File: src/rtl/imu_seq_pkg.sv
package imu_seq_pkg;

  typedef enum logic [2:0] {
    ST_IDLE,
    ST_ID_RD,
    ST_RST_WR,
    ST_DIG_WAIT,
    ST_CFG_WR,
    ST_SETTLE,
    ST_DONE,
    ST_FAULT
  } seq_state_e;

  typedef struct packed {
    logic gyro_slow;
    logic accel_slow;
  } bw_sel_t;

  localparam logic [7:0]  ADDR_IDENT  = 8'h00;
  localparam logic [7:0]  ADDR_CONFIG = 8'h0A;
  localparam logic [7:0]  ADDR_CMD    = 8'h2F;
  localparam logic [15:0] IDENT_VALUE = 16'h0024;
  localparam logic [15:0] SOFT_RESET  = 16'h00B6;

  // Configuration word: bit0 end-of-config, bit1 gyro bw, bit2 accel bw,
  // bit3 auto self-test, bits 6:4 repetitions minus one.
  function automatic logic [15:0] cfg_word(bw_sel_t bw, int unsigned reps);
    logic [15:0] w;
    w      = '0;
    w[0]   = 1'b1;
    w[1]   = bw.gyro_slow;
    w[2]   = bw.accel_slow;
    w[3]   = 1'b1;
    w[6:4] = 3'(reps - 1);
    return w;
  endfunction

  function automatic int unsigned settle_us(int unsigned mech, int unsigned bist,
                                            int unsigned flush, int unsigned reps);
    return mech + bist * reps + flush;
  endfunction

  function automatic int unsigned max_u(int unsigned a, int unsigned b);
    return (a > b) ? a : b;
  endfunction

endpackage

File: src/rtl/imu_seq_timer.sv
module imu_seq_timer #(
  parameter int W = 20
) (
  input  logic         clk,
  input  logic         rst_n,
  input  logic         load_i,
  input  logic [W-1:0] load_val_i,
  input  logic         tick_i,
  output logic         expired_o
);
  logic [W-1:0] cnt_q;

  always_ff @(posedge clk or negedge rst_n) begin
    if (!rst_n)                    cnt_q <= '0;
    else if (load_i)               cnt_q <= load_val_i;
    else if (tick_i && cnt_q != 0) cnt_q <= cnt_q - 1'b1;
  end

  assign expired_o = (cnt_q == '0);
endmodule

File: src/rtl/imu_seq_bwtrack.sv
module imu_seq_bwtrack
  import imu_seq_pkg::*;
(
  input  logic    clk,
  input  logic    rst_n,
  input  bw_sel_t sel_i,
  input  logic    capture_i,
  output bw_sel_t applied_o,
  output logic    pending_o
);
  bw_sel_t applied_q;
  logic    pending_q;

  always_ff @(posedge clk or negedge rst_n) begin
    if (!rst_n) begin
      applied_q <= '0;
      pending_q <= 1'b0;
    end else if (capture_i) begin
      applied_q <= sel_i;
      pending_q <= 1'b0;
    end else if (sel_i != applied_q) begin
      pending_q <= 1'b1;
    end
  end

  assign applied_o = applied_q;
  assign pending_o = pending_q;
endmodule

File: src/rtl/imu_bringup_seq.sv
module imu_bringup_seq
  import imu_seq_pkg::*;
#(
  parameter int unsigned BIST_REPS = 3,
  parameter int unsigned DIG_US    = 120000,
  parameter int unsigned MECH_US   = 100000,
  parameter int unsigned BIST_US   = 140000,
  parameter int unsigned FLUSH_US  = 60000
) (
  input  logic        clk,
  input  logic        rst_n,
  input  logic        start_i,
  input  logic        gyro_slow_i,
  input  logic        accel_slow_i,
  input  logic        tick_us_i,
  output logic        cmd_req_o,
  output logic        cmd_we_o,
  output logic [7:0]  cmd_addr_o,
  output logic [15:0] cmd_wdata_o,
  input  logic        cmd_ack_i,
  input  logic        cmd_err_i,
  input  logic [15:0] cmd_rdata_i,
  output logic        done_o,
  output logic        id_mismatch_o,
  output logic        error_o
);
  localparam int unsigned SETTLE_US = settle_us(MECH_US, BIST_US, FLUSH_US, BIST_REPS);
  localparam int unsigned TMR_MAX   = max_u(SETTLE_US, DIG_US);
  localparam int          TMR_W     = $clog2(TMR_MAX + 1);
  localparam logic [TMR_W-1:0] DIG_LOAD    = TMR_W'(DIG_US);
  localparam logic [TMR_W-1:0] SETTLE_LOAD = TMR_W'(SETTLE_US);

  seq_state_e state_q, state_d;
  bw_sel_t    sel, applied;
  logic       bw_pending;
  logic       tmr_expired;
  logic       idm_q;

  // named events for the checker
  logic start_ok, id_rd_ev, rst_ack_ev, cfg_ack_ev, cmd_fail_ev;
  logic dig_fire, settle_fire, rerun_ev, seq_busy;

  assign sel.gyro_slow  = gyro_slow_i;
  assign sel.accel_slow = accel_slow_i;

  assign start_ok    = start_i && (state_q == ST_IDLE || state_q == ST_DONE ||
                                   state_q == ST_FAULT);
  assign cmd_fail_ev = cmd_req_o && cmd_err_i;
  assign id_rd_ev    = (state_q == ST_ID_RD)  && cmd_ack_i && !cmd_err_i;
  assign rst_ack_ev  = (state_q == ST_RST_WR) && cmd_ack_i && !cmd_err_i;
  assign cfg_ack_ev  = (state_q == ST_CFG_WR) && cmd_ack_i && !cmd_err_i;
  assign dig_fire    = (state_q == ST_DIG_WAIT) && tmr_expired;
  assign settle_fire = (state_q == ST_SETTLE)   && tmr_expired;
  assign rerun_ev    = (state_q == ST_DONE) && !start_i && bw_pending;
  assign seq_busy    = !(state_q == ST_IDLE || state_q == ST_DONE || state_q == ST_FAULT);

  imu_seq_bwtrack u_bw (
    .clk       (clk),
    .rst_n     (rst_n),
    .sel_i     (sel),
    .capture_i (dig_fire),
    .applied_o (applied),
    .pending_o (bw_pending)
  );

  imu_seq_timer #(.W(TMR_W)) u_tmr (
    .clk        (clk),
    .rst_n      (rst_n),
    .load_i     (rst_ack_ev || cfg_ack_ev),
    .load_val_i (rst_ack_ev ? DIG_LOAD : SETTLE_LOAD),
    .tick_i     (tick_us_i),
    .expired_o  (tmr_expired)
  );

  always_comb begin
    state_d = state_q;
    unique case (state_q)
      ST_IDLE, ST_FAULT: if (start_i) state_d = ST_ID_RD;
      ST_DONE: begin
        if (start_i)         state_d = ST_ID_RD;
        else if (bw_pending) state_d = ST_RST_WR;
      end
      ST_ID_RD: begin
        if (cmd_err_i)      state_d = ST_FAULT;
        else if (cmd_ack_i) state_d = ST_RST_WR;
      end
      ST_RST_WR: begin
        if (cmd_err_i)      state_d = ST_FAULT;
        else if (cmd_ack_i) state_d = ST_DIG_WAIT;
      end
      ST_DIG_WAIT: if (tmr_expired) state_d = ST_CFG_WR;
      ST_CFG_WR: begin
        if (cmd_err_i)      state_d = ST_FAULT;
        else if (cmd_ack_i) state_d = ST_SETTLE;
      end
      ST_SETTLE: if (tmr_expired) state_d = ST_DONE;
      default: state_d = ST_IDLE;
    endcase
  end

  always_ff @(posedge clk or negedge rst_n) begin
    if (!rst_n) state_q <= ST_IDLE;
    else        state_q <= state_d;
  end

  always_ff @(posedge clk or negedge rst_n) begin
    if (!rst_n)        idm_q <= 1'b0;
    else if (start_ok) idm_q <= 1'b0;
    else if (id_rd_ev) idm_q <= (cmd_rdata_i != IDENT_VALUE);
  end

  always_comb begin
    cmd_req_o   = 1'b0;
    cmd_we_o    = 1'b0;
    cmd_addr_o  = '0;
    cmd_wdata_o = '0;
    unique case (state_q)
      ST_ID_RD: begin
        cmd_req_o  = 1'b1;
        cmd_addr_o = ADDR_IDENT;
      end
      ST_RST_WR: begin
        cmd_req_o   = 1'b1;
        cmd_we_o    = 1'b1;
        cmd_addr_o  = ADDR_CMD;
        cmd_wdata_o = SOFT_RESET;
      end
      ST_CFG_WR: begin
        cmd_req_o   = 1'b1;
        cmd_we_o    = 1'b1;
        cmd_addr_o  = ADDR_CONFIG;
        cmd_wdata_o = cfg_word(applied, BIST_REPS);
      end
      default: ;
    endcase
  end

  assign done_o        = (state_q == ST_DONE);
  assign error_o       = (state_q == ST_FAULT);
  assign id_mismatch_o = idm_q;
endmodule

File: config.mk
export PLATFORM = sky130hd
export DESIGN_NAME = imu_bringup_seq
export DESIGN_NICKNAME = d
export VERILOG_FILES = /design/src/rtl/imu_seq_pkg.sv /design/src/rtl/imu_seq_timer.sv /design/src/rtl/imu_seq_bwtrack.sv /design/src/rtl/imu_bringup_seq.sv
export SDC_FILE = /design/constraint.sdc
export NUM_CORES = 1
export LEC_CHECK = 0
export ABC_AREA = 1
export BUFFER_PORTS_ARGS = -buffer_cell sky130_fd_sc_hd__buf_2
export CAP_MARGIN = 20
export CORE_ASPECT_RATIO = 1.5
export CORE_MARGIN = 4
export CORE_UTILIZATION = 58
export DETAILED_ROUTE_END_ITERATION = 10
export PLACE_DENSITY_LB_ADDON = 0.25
export SETUP_SLACK_MARGIN = 0.5
export SLEW_MARGIN = 20
export SYNTH_ARGS = -nofsm -noshare
export SYNTH_HDL_FRONTEND = slang
export SYNTH_SLANG_ARGS = --single-unit
File: constraint.sdc
create_clock -name clk -period 3.7 [get_ports clk]
set_input_delay 0.185 -clock clk [delete_from_list [all_inputs] [get_ports clk]]
set_output_delay 0.185 -clock clk [all_outputs]
set_load 0.1 [all_outputs]
==> qor.csv <==
stage,metric,value,unit
flow_run,maxCapViolCount,0,
routing,num_vias,2049,
sta,min_period,1.946,ns
routing,first_iter_violations,66,
worst_setup_path,cp.depth,6,
sta,slew_viol_final,0,
worst_setup_path,cpPeakStageDelay,0.50,ns
clock_tree,cts_setup_buffers,0,
placement,dp.cells,389,
layout,area_growth_syn_to_layout,7.643,%
sta,max_slew_margin,58.57,%
sta,fmax,514.0,MHz
layout,design_area,2291,um^2
routing,wl,4.946,mm
sta,worst-slew-pin-transition,0.6214,ns
sta,setup_tns,0,ns
worst_setup_path,crit_top_cell,nand2_1,
sta,finalCritPeriodShare,52.59,%
placement,placed_area,2232,um^2
grt,grt_max_degree,28,
floorplan,die_w,57.46,um
worst_setup_path,cp_cell_sequence,"nor2_2, nand2_2, inv_1, nand2_1, nand2_1, buf_2",
sta,final-hold-violation-count,0,
grt,overflow,0,
floorplan,io_pins,53,
routing,wire_per_inst,12.55,um
routing,met3_length,291,um
synthesis,synth_cell_types,34,
sta,skew,0.005970,ns
worst_setup_path,cp_max_fo,8,
clock_tree,cts_sinks,27,
synthesis,syn_avg_cell_area,6.630,um^2
synthesis,synth_top_area_share,31.75,%
synthesis,synth_area,2128,um^2
grt,grt_use_total,22.32,%
placement,port_buffers,40,
synthesis,yosysTopAreaCell,dfrtp_1,
sta,post-route-worst-setup-slack,1.754,ns
grt,grt_pass1_vias,1962,
placement,place_congestion,0.9480,
floorplan,design.core.area,3481,um^2
floorplan,die_h,82.19,um
outcome,status,finished clean,
clock_tree,cts_buffers,3,
layout,stdcell_count,394,
clock_tree,htree_levels,1,
placement,place_ws,1.887,ns
sta,setup_violations,0,
worst_setup_path,crit_required,3.51,ns
floorplan,initial_utilization,61.14,%
synthesis,yosysWarnings,0,
min_path,hp-class,input pin to flip-flop,
placement,dp_hpwl,3.935,mm
floorplan,die-area,4723,um^2
routing,wl_met1,1.897,mm
floorplan,num_rows,26,
routing,drc_errors,0,
clock_tree,clk_pin_slew,0.10,ns
routing,postRouteAntennaNets,0,
grt,grt_pass1_wl,8.286,mm
routing,top_layer,met4,
worst_setup_path,crit_buf_inv,2,
layout,layout.nets,379,
clock_tree,clk_path_buf_depth,2,
clock_tree,cts_root_buf,clkbuf_8,
routing,post_drt_via_cell_ratio,5.201,
clock_tree,cts_tree,built,
layout,layout-drive-gt1-share,19.03,%
worst_setup_path,reg2regPathDepth,11,
worst_setup_path,start_kind,flip-flop,
worst_setup_path,path_delay_family,buffers and inverters,
routing,wl_met2,2.641,mm
worst_setup_path,cp-end-kind,primary output,
synthesis,yosys-top-cells-area,"dfrtp_1 32%, nand2_1 19%, buf_4 7.4%, nor2_1 6.9%, nand3_1 5.9%",
synthesis,synthCells,321,
grt,antenna_found_initial,0,
clock_tree,cts-resized-gates,0,
layout,layout_common_cells,"107 x nand2_1, 40 x buf_2, 39 x nor2_1",
routing,dr.pass1.iters,4,
worst_setup_path,path_class,flip-flop to primary output,
worst_setup_path,cp.arrival,1.76,ns
layout,final_common_cell,nand2_1,
worst_setup_path,slowest_stage,dfrtp_1,
clock_tree,clk_latency,0.29,ns
layout,antenna_cells,0,
synthesis,synth_seq_cells,27,
sta,rsz0062_at_grt,no,
synthesis,yosysSeqAreaShare,31.75,%
min_path,whs_path_depth,3,
synth_stat cells (all sizes together):
library cell and n:
xor2 6, dfrtp 27, and2 1, buf 25, o211ai 1, o21ai 20, a31oi 1, nand3b 2
nor2 48, nand3 26, nand4 4, o2111ai 1, xnor2 1, nor3 1, ha 2, nand2 113
a21oi 1, inv 32, conb 1, o21bai 2, and3 1, or2 1, nor4 3, o31a 1
metrics by stage:
step,util (%),hold slack [ns]
after global routing,65.82,0.1658
after detailed placement,64.13,0.2441
after global placement,64.13,0.2350
after CTS,65.82,0.1479
after floorplan,-,-0.1106
final,65.82,0.1540
layer usage:
layer  up-vias  GRT usage, %
li1       1040             -
met1       928         23.87
met2        70         43.33
met3        11         2.644
met4         0         9.281
met5         -             0
layout make-up:
cell class,instances,area (um^2)
Fill cell,318,1190
Multi-Input combinational cell,248,1184
Sequential cell,27,675.6
Timing Repair Buffer,41,210.2
Inverter,32,120.1
Tap cell,42,52.55
Clock buffer,3,41.29
Clock inverter,1,7.507
repair_timing:
action / 4_1_cts / 5_1_grt
hold endpoints to repair: 27 / 0
hold buffers: 1 / 0
setup endpoints to repair: 0 / 0
registers in the layout, indices dropped and copies added (netlist names):
signal / cells
state_q: 3
u_bw.applied_o: 2
u_tmr.cnt_q: 20
id_mismatch_o: 1
u_bw.pending_o: 1
tightest hold or removal path, stage by stage:
cell and delay, ns:
buf_2 0.11, inv_1 0.04, o21ai_0 0.07
path summary, 6_finish.rpt:
path                                               startpoint                             to  slack, ns
worst max-delay path                   state_q[0]$_DFFE_PN0P_                 cmd_wdata_o[2]       1.75
min in group asynchronous                               rst_n    u_tmr.cnt_q[15]$_DFFE_PN0P_       0.43
worst min register to register  u_bw.applied_o[1]$_DFFE_PN0P_  u_bw.applied_o[1]$_DFFE_PN0P_       0.54
worst min-delay path                             accel_slow_i  u_bw.applied_o[0]$_DFFE_PN0P_       0.15
worst max register to register     u_tmr.cnt_q[0]$_DFFE_PN0P_    u_tmr.cnt_q[16]$_DFFE_PN0P_       1.87
max in group asynchronous                               rst_n     u_tmr.cnt_q[5]$_DFFE_PN0P_       2.86
cell families (layout without fill, tap and decap cells):
family | Yosys count | after routing | share of synthesized area [%]
AOI/OAI and AO/OA | 27 | 27 | 7.643
xor gates and xnor gates | 7 | 7 | 2.881
adders and majority gates | 2 | 2 | 1.176
buffers and inverters | 57 | 77 | 14.58
DFF | 27 | 27 | 31.75
other | 1 | 12 | 0.1762
and+or+nand+nor | 200 | 200 | 41.80
Power is left out: the tool's default activity adds up to more than one toggle a clock period on the data nets, which glitch-free logic cannot reach.
